`config.mk`:
```
export PLATFORM = sky130hd
export DESIGN_NAME = pwm_timer
export DESIGN_NICKNAME = d
export VERILOG_FILES = /design/src/rtl/pwm_timer_pkg.sv /design/src/rtl/pwm_prescaler.sv /design/src/rtl/pwm_tick_div.sv /design/src/rtl/pwm_channel.sv /design/src/rtl/pwm_timer.sv
export SDC_FILE = /design/constraint.sdc
export NUM_CORES = 1
export LEC_CHECK = 0
export CAP_MARGIN = 15
export CORE_MARGIN = 5
export CORE_UTILIZATION = 64
export CTS_BUF_LIST = sky130_fd_sc_hd__clkbuf_4 sky130_fd_sc_hd__clkbuf_8
export DETAILED_ROUTE_END_ITERATION = 6
export PLACE_DENSITY = 0.83
export SYNTH_ARGS = -nofsm -noshare
export SYNTH_HDL_FRONTEND = slang
export SYNTH_SLANG_ARGS = --single-unit
export TNS_END_PERCENT = 20
```
`constraint.sdc`:
```
create_clock -name clk -period 5.02 [get_ports clk]
set_clock_uncertainty 0.15 [all_clocks]
set_input_delay 0.502 -clock clk [delete_from_list [all_inputs] [get_ports clk]]
set_output_delay 0.502 -clock clk [all_outputs]
set_load 0.02 [all_outputs]
```
`src/rtl/pwm_timer_pkg.sv`:
```
`timescale 1ns/1ps
package pwm_timer_pkg;
  localparam int NUM_CH  = 5;
  localparam int NUM_PIN = 4;
  localparam int ADDR_W  = 8;
  localparam int DATA_W  = 32;
  localparam int PRE_W   = 8;
  localparam int PRE_GRP = 2;
  localparam int SEL_W   = 4;
  localparam int CFG0_W  = PRE_W * PRE_GRP;
  localparam int CFG1_W  = SEL_W * NUM_CH;

  localparam logic [ADDR_W-1:0] A_PRESCALE = 8'h00;
  localparam logic [ADDR_W-1:0] A_DIVSEL   = 8'h04;
  localparam logic [ADDR_W-1:0] A_CONTROL  = 8'h08;

  typedef struct packed {
    logic run;
    logic load;
    logic reload;
  } ch_ctl_t;

  // group position of a channel in the control word (one-group hole after ch 0)
  function automatic int grp_base(int ch);
    return (ch == 0) ? 0 : 4 * (ch + 1);
  endfunction

  function automatic int reload_off(int ch);
    return (ch == NUM_CH - 1) ? 2 : 3;
  endfunction

  function automatic int pre_sel(int ch);
    return (ch < 2) ? 0 : 1;
  endfunction

  function automatic logic [ADDR_W-1:0] period_addr(int ch);
    return ADDR_W'(12 + 12 * ch);
  endfunction

  function automatic logic [ADDR_W-1:0] thresh_addr(int ch);
    return ADDR_W'(16 + 12 * ch);
  endfunction

  function automatic logic [DATA_W-1:0] ctrl_mask();
    logic [DATA_W-1:0] m;
    m = '0;
    for (int c = 0; c < NUM_CH; c++) begin
      m[grp_base(c)]                 = 1'b1;
      m[grp_base(c) + 1]             = 1'b1;
      m[grp_base(c) + reload_off(c)] = 1'b1;
      if (c < NUM_PIN) m[grp_base(c) + 2] = 1'b1;
    end
    return m;
  endfunction
endpackage

```
`src/rtl/pwm_prescaler.sv`:
```
`timescale 1ns/1ps
module pwm_prescaler #(
  parameter int PRE_W = 8
) (
  input  logic             clk,
  input  logic             rst_n,
  input  logic [PRE_W-1:0] div_val,
  output logic             tick
);
  logic [PRE_W-1:0] cnt_q, cnt_d;

  always_comb begin
    tick  = (cnt_q >= div_val);
    cnt_d = tick ? '0 : cnt_q + 1'b1;
  end

  always_ff @(posedge clk or negedge rst_n) begin
    if (!rst_n) cnt_q <= '0;
    else        cnt_q <= cnt_d;
  end
endmodule

```
`src/rtl/pwm_tick_div.sv`:
```
`timescale 1ns/1ps
module pwm_tick_div #(
  parameter int SEL_W = 4
) (
  input  logic             clk,
  input  logic             rst_n,
  input  logic             in_tick,
  input  logic [SEL_W-1:0] sel,
  output logic             out_tick
);
  localparam int DIV_W = (1 << SEL_W) - 1;

  logic [DIV_W-1:0] cnt_q, cnt_d, mask;
  logic             cnt_en;

  always_comb begin
    mask     = (DIV_W'(1) << sel) - 1'b1;
    out_tick = in_tick && ((cnt_q & mask) == mask);
    cnt_en   = in_tick;
    cnt_d    = cnt_q + 1'b1;
  end

  always_ff @(posedge clk or negedge rst_n) begin
    if (!rst_n)      cnt_q <= '0;
    else if (cnt_en) cnt_q <= cnt_d;
  end
endmodule

```
`src/rtl/pwm_channel.sv`:
```
`timescale 1ns/1ps
module pwm_channel
  import pwm_timer_pkg::*;
#(
  parameter int CNT_W = 16
) (
  input  logic             clk,
  input  logic             rst_n,
  input  logic             tick,
  input  ch_ctl_t          ctl,
  input  logic [CNT_W-1:0] period_buf,
  input  logic [CNT_W-1:0] thresh_buf,
  output logic [CNT_W-1:0] live_cnt,
  output logic [CNT_W-1:0] live_thr,
  output logic             raw_out
);
  logic [CNT_W-1:0] cnt_q, cnt_d, thr_q, thr_d;
  logic             upd_en;

  always_comb begin
    cnt_d  = cnt_q;
    thr_d  = thr_q;
    upd_en = 1'b0;
    if (ctl.load) begin
      cnt_d  = period_buf;
      thr_d  = thresh_buf;
      upd_en = 1'b1;
    end else if (ctl.run && tick) begin
      if (cnt_q != '0) begin
        cnt_d  = cnt_q - 1'b1;
        upd_en = 1'b1;
      end else if (ctl.reload) begin
        cnt_d  = period_buf;
        thr_d  = thresh_buf;
        upd_en = 1'b1;
      end
    end
  end

  always_ff @(posedge clk or negedge rst_n) begin
    if (!rst_n) begin
      cnt_q <= '1;
      thr_q <= '0;
    end else if (upd_en) begin
      cnt_q <= cnt_d;
      thr_q <= thr_d;
    end
  end

  assign live_cnt = cnt_q;
  assign live_thr = thr_q;
  assign raw_out  = (cnt_q <= thr_q);
endmodule

```
`src/rtl/pwm_timer.sv`:
```
`timescale 1ns/1ps
module pwm_timer
  import pwm_timer_pkg::*;
#(
  parameter int CNT_W = 16
) (
  input  logic              clk,
  input  logic              rst_n,
  input  logic              bus_we,
  input  logic [ADDR_W-1:0] bus_addr,
  input  logic [DATA_W-1:0] bus_wdata,
  output logic [DATA_W-1:0] bus_rdata,
  output logic [NUM_PIN-1:0] pwm_out
);
  localparam logic [DATA_W-1:0] CTRL_MASK = ctrl_mask();

  logic [CFG0_W-1:0] cfg0_q, cfg0_d;
  logic [CFG1_W-1:0] cfg1_q, cfg1_d;
  logic [DATA_W-1:0] ctrl_q, ctrl_d;
  logic [NUM_CH-1:0][CNT_W-1:0] period_q, period_d, thresh_q, thresh_d;
  logic cfg0_en, cfg1_en, ctrl_en;
  logic [NUM_CH-1:0] period_en, thresh_en;

  logic [PRE_GRP-1:0] pre_tick;
  logic [NUM_CH-1:0]  ch_tick, ch_run, ch_load, ch_reload, ch_raw;
  logic [NUM_PIN-1:0] ch_inv;
  logic [NUM_CH-1:0][CNT_W-1:0] live_cnt, live_thr;

  // write decode
  always_comb begin
    cfg0_en   = bus_we && (bus_addr == A_PRESCALE);
    cfg1_en   = bus_we && (bus_addr == A_DIVSEL);
    ctrl_en   = bus_we && (bus_addr == A_CONTROL);
    cfg0_d    = bus_wdata[CFG0_W-1:0];
    cfg1_d    = bus_wdata[CFG1_W-1:0];
    ctrl_d    = bus_wdata & CTRL_MASK;
    for (int c = 0; c < NUM_CH; c++) begin
      period_en[c] = bus_we && (bus_addr == period_addr(c));
      thresh_en[c] = bus_we && (bus_addr == thresh_addr(c));
      period_d[c]  = bus_wdata[CNT_W-1:0];
      thresh_d[c]  = bus_wdata[CNT_W-1:0];
    end
  end

  always_ff @(posedge clk or negedge rst_n) begin
    if (!rst_n) begin
      cfg0_q <= '0;
      cfg1_q <= '0;
      ctrl_q <= '0;
    end else begin
      if (cfg0_en) cfg0_q <= cfg0_d;
      if (cfg1_en) cfg1_q <= cfg1_d;
      if (ctrl_en) ctrl_q <= ctrl_d;
    end
  end

  for (genvar c = 0; c < NUM_CH; c++) begin : g_buf
    always_ff @(posedge clk or negedge rst_n) begin
      if (!rst_n) begin
        period_q[c] <= '0;
        thresh_q[c] <= '0;
      end else begin
        if (period_en[c]) period_q[c] <= period_d[c];
        if (thresh_en[c]) thresh_q[c] <= thresh_d[c];
      end
    end
  end

  // read mux
  always_comb begin
    bus_rdata = '0;
    if (bus_addr == A_PRESCALE) bus_rdata = DATA_W'(cfg0_q);
    if (bus_addr == A_DIVSEL)   bus_rdata = DATA_W'(cfg1_q);
    if (bus_addr == A_CONTROL)  bus_rdata = ctrl_q;
    for (int c = 0; c < NUM_CH; c++) begin
      if (bus_addr == period_addr(c)) bus_rdata = DATA_W'(period_q[c]);
      if (bus_addr == thresh_addr(c)) bus_rdata = DATA_W'(thresh_q[c]);
    end
  end

  for (genvar g = 0; g < PRE_GRP; g++) begin : g_pre
    pwm_prescaler #(.PRE_W(PRE_W)) u_pre (
      .clk     (clk),
      .rst_n   (rst_n),
      .div_val (cfg0_q[g*PRE_W +: PRE_W]),
      .tick    (pre_tick[g])
    );
  end

  for (genvar c = 0; c < NUM_CH; c++) begin : g_ch
    ch_ctl_t ctl;
    assign ch_run[c]    = ctrl_q[grp_base(c)];
    assign ch_load[c]   = ctrl_q[grp_base(c) + 1];
    assign ch_reload[c] = ctrl_q[grp_base(c) + reload_off(c)];
    assign ctl = '{run: ch_run[c], load: ch_load[c], reload: ch_reload[c]};

    pwm_tick_div #(.SEL_W(SEL_W)) u_div (
      .clk      (clk),
      .rst_n    (rst_n),
      .in_tick  (pre_tick[pre_sel(c)]),
      .sel      (cfg1_q[c*SEL_W +: SEL_W]),
      .out_tick (ch_tick[c])
    );

    pwm_channel #(.CNT_W(CNT_W)) u_ch (
      .clk        (clk),
      .rst_n      (rst_n),
      .tick       (ch_tick[c]),
      .ctl        (ctl),
      .period_buf (period_q[c]),
      .thresh_buf (thresh_q[c]),
      .live_cnt   (live_cnt[c]),
      .live_thr   (live_thr[c]),
      .raw_out    (ch_raw[c])
    );
  end

  for (genvar p = 0; p < NUM_PIN; p++) begin : g_pin
    assign ch_inv[p]  = ctrl_q[grp_base(p) + 2];
    assign pwm_out[p] = ch_raw[p] ^ ch_inv[p];
  end
endmodule

```
==> results of run 1 <==
-- stage by stage --
step,cell area [um^2],cells,hold slack [ns],util (%)
floorplan,23200,2292,0.0564,-
global placement,24100,2713,0.319,67.5
detailed placement,24100,2713,0.330,67.5
CTS,25700,2845,0.318,71.9
global route,25700,2845,0.336,71.9
finish,25700,2845,0.344,71.9
-- layout make-up --
| class | instances | area (um^2) | share of cell area, % |
|---|---|---|---|
| multi-input cells | 1623 | 11600 | 45.2 |
| flip-flops and latches | 419 | 10600 | 41.2 |
| clock buffers | 114 | 1450 | 5.65 |
| repair buffers | 96 | 893 | 3.48 |
| well taps | 461 | 577 | 2.25 |
| inverters | 115 | 432 | 1.68 |
| clock inverters | 17 | 130 | 0.507 |
-- routing by layer --
metal / GRT usage (%) / part of all wire (%) / vias to the layer above
met2: 51.8 / 45 / 1038
met1: 45.8 / 39 / 9497
li1: - / - / 8421
met3: 6.90 / 9.9 / 248
met4: 15.4 / 5.4 / 4
met5: 0 / 0.038 / -
-- power by group --
group | total [mW] | switching (mW) | internal, mW
Sequential | 4.61 | 0.639 | 3.97
Clock | 3.33 | 1.43 | 1.90
Combinational | 2.53 | 1.41 | 1.12
-- placed cells by master (no fill, tap or decap), drive strengths merged, types with 57 or more instances in the layout --
cell type,count
mux2,238
o21ai,139
dfrtp,355
nor2,161
a21oi,115
dfstp,64
clkdlybuf4s50,57
clkbuf,114
nand2,205
ha,98
inv,119
-- final timing paths --
check                                          startpoint                         to  slack, ns  cells after the start
worst max register to register                 cfg1_q[14]   g_ch[3].u_ch.live_cnt[8]       0.80                     11
min in group asynchronous                           rst_n               period_q[24]       0.36                      2
max in group asynchronous                           rst_n                 cfg1_q[17]       3.12                      3
worst min-delay path                        bus_wdata[20]                 ctrl_q[20]       0.34                      2
worst max-delay path                          bus_addr[5]               bus_rdata[9]       0.37                      9
worst min register to register  g_ch[3].u_ch.live_thr[12]  g_ch[3].u_ch.live_thr[12]       0.34                      2
-- kinds of logic after synthesis --
kind of cell	count (synthesis)	synth area share [%]
other	1	0.0162
AOI/OAI and AO/OA	522	14.8
and+or+nand+nor	667	14.2
muxes	251	12.8
DFF	419	45.6
buffers and inverters	250	4.41
xor gates and xnor gates	76	2.88
adders and majority gates	98	5.30
-- synth_stat cells, types with 13 or more instances --
master / n
inv_1: 115
a311oi_1: 17
nand2_1: 205
nand2b_1: 14
dfrtp_1: 355
nor2b_1: 13
buf_2: 19
a31oi_1: 25
o21a_1: 17
o211ai_1: 27
o22ai_1: 22
a21o_1: 15
xor2_1: 21
nor3_1: 46
or3_1: 15
ha_1: 98
nor2_1: 160
o221ai_1: 13
a211oi_1: 13
a21oi_1: 115
nand3_1: 52
o21ai_0: 133
and3_1: 29
xnor2_1: 55
nand4_1: 43
clkbuf_1: 99
dfstp_2: 64
nor4_1: 21
mux2_2: 237
-- state kept, by name (all words and copies together) (netlist names) --
name / cells
period_q: 80
thresh_q: 80
g_ch.u_ch.live_cnt: 64
g_ch.u_ch.live_thr: 64
g_ch.u_div.cnt_q: 60
cfg1_q: 20
ctrl_q: 19
cfg0_q: 16
g_pre.u_pre.cnt_q: 16
==> results_dict.tcl, run 1 <==
set metrics [dict create \
    syn_area_mm2 0.0231 \
    grt_max_degree 141 \
    setup_tns_ns 0 \
    async_flop_share_pct 100 \
    timing.final.crit_period_ns 4.65 \
    drt_iter0_markers 1967 \
    ctsHoldBuffers 1 \
    grtUsageTotal_pct 33.4 \
    row_count 69 \
    cts.sinks 419 \
    finalSetupViolations 0 \
    clk_pin_slew_ns 0.06 \
    outcome "completed" \
    synth.distinct_cells 88 \
    cp.arrival_ns 4.00 \
    path_max_fanout 11 \
    first_global_vias 18771 \
    setup.worst_path.class "primary input to primary output" \
    dpl_worst_slack_ns 0.542 \
    p_leak_nw 11.5 \
    gp_congestion 0.997 \
    drc 0 \
    io_buffers 60 \
    syn-mean-instance-area_um2 10.1 \
    synth_edf_count 0 \
    insertion_delay_ns 0.65 \
    yosys_warnings 0 \
    post_cts_resized 0 \
    core_area_mm2 0.0357 \
    io_pins 79 \
    power_density_mw_per_mm2 408 \
    synth-seq-cells 419 \
    worstPathCellList "clkdlybuf4s50_1 -> or4_1 -> nor3_1 -> buf_4 -> a21oi_1 -> o221ai_1 -> o211ai_1 -> a311oi_1 -> clkdlybuf4s50_1" \
    hp-class "primary input to flop" \
    die_h_um 200 \
    antenna_found_initial 2 \
    wl_per_cell_um 23.9 \
    synth_area_leaders "dfrtp_1 (38%), mux2_2 (12%), dfstp_2 (7.3%)" \
    clockBufferDepth 3 \
    drv_slew 0 \
    critPathTopFamily "buffers and inverters" \
    die-area_mm2 0.0401 \
    area_delta_synth_final_pct 10.8 \
    num_vias 19208 \
    layout_worst_path_cycle_share_pct 92.7 \
    synth_top_area_share_pct 38.4 \
    synthCells 2284 \
    die_w_um 200 \
    hpwl_mm 47.3 \
    critical-path-max-stage-delay_ns 0.67 \
    grt_setup_unrepaired "no" \
    num_antenna_cells 0 \
    drive_gt1_share_pct 21.4 \
    htreeDepth 3 \
    relSlewSlack_pct 25.8 \
    end_kind "primary output" \
    worstMarginPinSlew_ns 1.11 \
    vias_per_cell 6.75 \
    critPathRequiredTime_ns 4.37 \
    cp-start-kind "primary input" \
    cts_tree "yes" \
    initial_core_util_pct 64.9 \
    yosys_most_used_dff "dfrtp_1" \
    cts_root_buf "clkbuf_8" \
    yosysTopAreaCell "dfrtp_1" \
    drt_first_pass_iters 6 \
    maxCapViolations 0 \
    detail-route-antenna-nets 0 \
    critPathSlowestCell "clkdlybuf4s50_1" \
    grt_overflow 0 \
    nets 2468 \
    fmax_mhz 215 \
    worst_slack_ns 0.367 \
    power_mw 10.5 \
    fill_cells 2537 \
    hold_viol_final 0 \
    synth_seq_area_share_pct 45.6 \
    grt_pass1_wl_mm 107 \
    cp_common_cell "clkdlybuf4s50_1" \
    crit_buf_inv 3 \
    peakVddDrop_v 0.000379 \
    cts-buffers-inserted 72 \
    wl_mm 67.9 \
    cts_setup_buffers 0 \
]
(Power assumes the default switching activity.)
==> run 2, diff against run 1 <==
Settings changed: CTS_CLUSTER_SIZE set to 10.
==> results_dict.tcl, run 2 (synthesized netlist as in run 1, its figures left out) <==
set metrics [dict create \
    outcome "complete, but fails checks" \
    failed_checks "DRC" \
    worstMarginPinSlew_ns 1.09 \
    antenna_found_initial 1 \
    finalSetupViolations 0 \
    dp_cells 2713 \
    grt_overflow 0 \
    dpl_worst_slack_ns 0.542 \
    grt_setup_unrepaired "no" \
    fin_cells 2842 \
    worst_slack_ns 0.378 \
    p_leak_nw 11.4 \
    insertion_delay_ns 0.63 \
    power_density_mw_per_mm2 404 \
    drive_gt1_share_pct 21.3 \
    cts_tree "yes" \
    detail-route-antenna-nets 0 \
    critical-path-max-stage-delay_ns 0.67 \
    num_vias 19072 \
    internal-power_mw 6.88 \
    cp-start-kind "primary input" \
    holdPathStages 2 \
    hp-class "primary input to flop" \
    layout_common_cells "dfrtp_1 (355), mux2_2 (237), nand2_1 (205), nor2_1 (160), o21ai_0 (133)" \
    relSlewSlack_pct 27.1 \
    place_area_mm2 0.0241 \
    die-area_mm2 0.0401 \
    wl_met3_mm 5.95 \
    layout_worst_path_cycle_share_pct 92.5 \
    cts_root_buf "clkbuf_8" \
    critPathRequiredTime_ns 4.37 \
    gp_congestion 0.997 \
    critPathSlowestCell "clkdlybuf4s50_1" \
    timing.final.crit_period_ns 4.64 \
    cts.sinks 419 \
    wl_met2_mm 30.6 \
    reg_top3 "period_q x80, thresh_q x80" \
    end_kind "primary output" \
    area_delta_synth_final_pct 10.5 \
    comb_power_share_pct 24.3 \
    peakVddDrop_v 0.000290 \
    rr_worst_depth 10 \
    setup.worst_path.class "primary input to primary output" \
    die_w_um 200 \
    grtUsageTotal_pct 33.2 \
    wl_met1_mm 27.2 \
    core_area_mm2 0.0357 \
    wl_per_cell_um 23.7 \
    cts-buffers-inserted 71 \
    vias_per_cell 6.71 \
    clk_pin_slew_ns 0.06 \
    top_layer_used "met5" \
    power_frac_clock_pct 31.1 \
    worstPathCellList "clkdlybuf4s50_1 -> or4_1 -> nor3_1 -> buf_4 -> a21oi_1 -> o221ai_1 -> o211ai_1 -> a311oi_1 -> clkdlybuf4s50_1" \
    wl_mm 67.4 \
    setup_tns_ns 0 \
    cp_common_cell "clkdlybuf4s50_1" \
    layout_commonest_cell "dfrtp_1" \
    cp.arrival_ns 3.99 \
    path_max_fanout 11 \
    swShare_pct 33.3 \
    hold_viol_final 0 \
    cts_setup_buffers 0 \
    fmax_mhz 215 \
    drv_slew 0 \
    drt_iter0_markers 2023 \
    maxCapViolations 0 \
    power_switching_mw 3.44 \
    nets 2467 \
    initial_core_util_pct 64.9 \
    stdcell_area_mm2 0.0256 \
    drt_first_pass_iters 7 \
    first_global_vias 18729 \
    grt_max_degree 141 \
    htreeDepth 3 \
    die_h_um 200 \
    grt_pass1_wl_mm 107 \
    row_count 69 \
    io_pins 79 \
    fin_util_pct 71.8 \
    io_buffers 60 \
    power_mw 10.3 \
    seqPwrFrac_pct 44.5 \
    hpwl_mm 47.3 \
    clockBufferDepth 3 \
    drc 1 \
    whs_ns 0.341 \
    fill_cells 2558 \
]
==> run 2: changes by cell type in the layout (fill, tap and decap cells not counted), sizes merged <==
cell,previous run,this run
bufinv,1,0
clkbuf,114,111
diode,0,1
==> run 2: final timing paths <==
kind                                        start                   endpoint  slack, ns
max reg2reg                             cfg1_q[6]  g_ch[1].u_ch.live_cnt[15]       0.77
min reg2reg                g_ch[1].u_div.cnt_q[5]     g_ch[1].u_div.cnt_q[5]       0.34
max in group asynchronous                   rst_n               thresh_q[35]       3.12
min in group asynchronous                   rst_n   g_ch[1].u_ch.live_thr[8]       0.36
max                                   bus_addr[5]               bus_rdata[9]       0.38
min                                 bus_wdata[20]                 ctrl_q[20]       0.34
==> run 2: power by group through the flow <==
stage | clock, mW | sequential [mW] | combinational (mW)
after global placement | 0 | 4.60 | 2.34
after CTS | 3.24 | 4.57 | 2.50
after global routing | 3.41 | 4.66 | 2.81
final | 3.21 | 4.60 | 2.51
after detailed placement | 0 | 4.62 | 2.47
after floorplan | 0 | 4.38 | 1.85
==> run 2: final cells by class <==
| class | count | area, um^2 | area share, % |
|---|---|---|---|
| repair buffers | 96 | 893 | 3.49 |
| multi-input cells | 1623 | 11600 | 45.4 |
| diodes | 1 | 2.50 | 0.00978 |
| well taps | 461 | 577 | 2.25 |
| clock inverters | 16 | 103 | 0.401 |
| clock buffers | 111 | 1410 | 5.51 |
| inverters | 115 | 432 | 1.69 |
| flip-flops and latches | 419 | 10600 | 41.3 |
==> run 2: critical path, delay by kind of cell <==
kind / cells / cell delay (ns)
compound gates: 4 / 1.23
buf+inv: 3 / 1.42
simple gates: 2 / 0.82
==> run 2: what timing repair did <==
action | 4_1_cts | 5_1_grt
hold buffers | 1 | 0
gates resized for setup | 0 | 0
setup endpoints to repair | 0 | 0
hold endpoints to repair | 76 | 0
==> run 2: per-layer routing <==
layer  up-vias  GRT usage (%)
li1       8413              -
met1      9487           45.4
met2       944           51.5
met3       226           6.31
met4         2           16.2
met5         -              0
==> run 3, diff against run 2 <==
Settings changed: ABC_AREA set to 1.
==> results_dict.tcl, run 3 <==
set metrics [dict create \
    synth_area_leaders "dfrtp_1 (37%), nand2_1 (15%), dfstp_2 (7.0%)" \
    worstPathCellList "clkdlybuf4s50_1 -> nor2_1 -> nand2_1 -> inv_1 -> nand2_1 -> nor2_1 -> nor2_1 -> nand2_1 -> nand2_1 -> nand4_1 -> nor2_1 -> nand4_1 -> clkdlybuf4s50_1" \
    cts_root_buf "clkbuf_8" \
    wl_per_cell_um 17.7 \
    critPathSlowestCell "clkdlybuf4s50_1" \
    grt_setup_unrepaired "no" \
    yosys_most_used_dff "dfrtp_1" \
    io_pins 79 \
    power_density_mw_per_mm2 409 \
    p_leak_nw 13.2 \
    grt.busiest_layer "met2" \
    row_count 71 \
    cts.sinks 419 \
    stdcell_area_mm2 0.0264 \
    outcome "completed" \
    cp-start-kind "primary input" \
    detail-route-antenna-nets 0 \
    yosysMostFrequentCell "nand2_1" \
    nets 3386 \
    critPathLaunch "bus_addr[4]" \
    synth.distinct_cells 49 \
    gp_congestion 0.965 \
    area_delta_synth_final_pct 9.90 \
    rr_worst_depth 12 \
    crit_end "bus_rdata[3]" \
    first_global_vias 20939 \
    regToRegEndpoint "g_ch[3].u_ch.live_thr[8]" \
    worst_slack_ns 0.932 \
    insertion_delay_ns 0.65 \
    yosysTopAreaCell "dfrtp_1" \
    core_area_mm2 0.0374 \
    antenna_found_initial 3 \
    synth_top_area_share_pct 37.0 \
    path_max_fanout 12 \
    layout_worst_path_cycle_share_pct 81.4 \
    syn-mean-instance-area_um2 7.45 \
    grtUsageTotal_pct 32.7 \
    r2r_setup_slack_ns 1.89 \
    hold_viol_final 0 \
    whs_ns 0.293 \
    layout_common_cells "nand2_1 (988), dfrtp_1 (355), inv_1 (314), nand3_1 (311), nor2_1 (293)" \
    drv_slew 0 \
    grtUsageMet2_pct 51.0 \
    synth_seq_area_share_pct 44.0 \
    dpl_worst_slack_ns 1.03 \
    hp-class "primary input to flop" \
    grt_max_degree 110 \
    end_kind "primary output" \
    drt_first_pass_iters 7 \
    vias_per_cell 5.75 \
    synth_edf_count 0 \
    fmax_mhz 245 \
    synth.top_cells.by_count "nand2_1 (988), dfrtp_1 (355), inv_1 (314)" \
    async_flop_share_pct 100 \
    peakVddDrop_v 0.000337 \
    htreeDepth 3 \
    path_depth 13 \
    layout_commonest_cell "nand2_1" \
    grt_pass1_wl_mm 109 \
    synthCells 3224 \
    reg_top3 "period_q x80, thresh_q x80" \
    die-area_mm2 0.0415 \
    setup.worst_path.class "primary input to primary output" \
    rr_startpoint "g_ch[3].u_ch.live_cnt[0]" \
    met1_usage_pct 45.4 \
    timing.final.crit_period_ns 4.09 \
    die_h_um 204 \
    drt_iter0_markers 2259 \
    synth-seq-cells 419 \
    crit_buf_inv 3 \
    yosys_warnings 0 \
    io_buffers 60 \
    hpwl_mm 47.9 \
    relSlewSlack_pct 33.0 \
    clockBufferDepth 3 \
    place_area_mm2 0.0248 \
    critical-path-max-stage-delay_ns 0.65 \
    cp.arrival_ns 3.44 \
    cts_setup_buffers 0 \
    worstMarginPinSlew_ns 1.00 \
    clk_pin_slew_ns 0.06 \
    num_vias 21930 \
    wl_mm 67.4 \
    drive_gt1_share_pct 7.91 \
    initial_core_util_pct 64.3 \
    grt_use_met3_pct 5.31 \
    cts-buffers-inserted 72 \
    syn_area_mm2 0.0240 \
    die_w_um 204 \
    critPathRequiredTime_ns 4.37 \
    drc 0 \
    cts_tree "yes" \
    setup_tns_ns 0 \
    grt_overflow 0 \
    finalSetupViolations 0 \
    maxCapViolations 0 \
    critPathTopFamily "simple AND/OR/NAND/NOR gates" \
]
## run 3: cell count changes in the layout (fill, tap and decap cells not counted), sizes merged, moves of 23 or more
cell / before / now
a31oi: 26 / 3
inv: 119 / 327
mux2: 238 / 2
xnor2: 55 / 19
xor2: 21 / 79
a21oi: 115 / 77
o21ai: 139 / 292
nand2: 205 / 997
nor2: 161 / 308
nand3: 52 / 312
and3: 29 / 3
## run 3: layer usage
| layer | share of wire [%] | vias to the layer above |
|---|---|---|
| li1 | - | 10411 |
| met1 | 41 | 10186 |
| met2 | 45 | 1106 |
| met3 | 8.7 | 227 |
| met4 | 5.1 | 0 |
| met5 | 0 | - |
## run 3: repair_timing
action,4_1_cts,5_1_grt
endpoints found under the hold margin,56,0
resized for setup,0,0
endpoints found under the setup margin,0,0
hold buffers,1,0
## run 3: worst reg2reg max path, cell delays in order (launching register included)
cell,delay (ns)
dfstp_2,0.38
inv_1,0.14
ha_1,0.17
inv_1,0.06
nor3_1,0.19
nand2_1,0.15
nand2_1,0.53
inv_1,0.40
nor2_2,0.16
buf_4,0.23
nand2_2,0.24
nand2_1,0.15
nand2_1,0.06
## run 3: through the flow
step           instances  power, mW  utilization, %
2_1_floorplan       3232       6.49               -
5_1_grt             3812       11.5            70.6
3_3_place_gp        3681       7.31            66.3
4_1_cts             3809       10.8            70.6
6_report            3812       10.8            70.6
3_5_place_dp        3681       7.39            66.3
## run 3: where the power goes
| part | switching [mW] | internal (mW) |
|---|---|---|
| registers | 0.326 | 3.70 |
| logic | 2.28 | 1.10 |
| clock network | 1.44 | 1.95 |
## run 3: layout make-up
| type | instances | area (um^2) |
|---|---|---|
| sequential | 419 | 10600 |
| clock buffer | 113 | 1410 |
| antenna | 3 | 7.51 |
| fill | 2975 | 11000 |
| timing repair buffer | 78 | 781 |
| multi-input combinational | 2347 | 11600 |
| tap | 511 | 639 |
| clock inverter | 14 | 166 |
| inverter | 327 | 1230 |
## run 3: worst min-delay path by stage
| stage | startpoint | endpoint | slack, ns | cells past startpoint |
|---|---|---|---|---|
| floorplan | rst_n | cfg0_q[0] | 0.06 | 0 |
| finish | bus_wdata[20] | ctrl_q[20] | 0.29 | 3 |
| detailed placement | g_ch[3].u_div.cnt_q[12] | g_ch[3].u_div.cnt_q[12] | 0.31 | 1 |
| global placement | g_ch[3].u_div.cnt_q[12] | g_ch[3].u_div.cnt_q[12] | 0.31 | 1 |
| CTS | bus_wdata[20] | ctrl_q[20] | 0.27 | 3 |
| global route | bus_wdata[20] | ctrl_q[20] | 0.30 | 3 |
## run 3: kinds of logic after synthesis
group,share of synthesized area (%)
other cells,0.0156
compound gates,8.59
simple gates,30.7
xor+xnor,3.57
fa+ha+maj,5.10
buf+inv,7.84
mux,0.177
flops,44.0
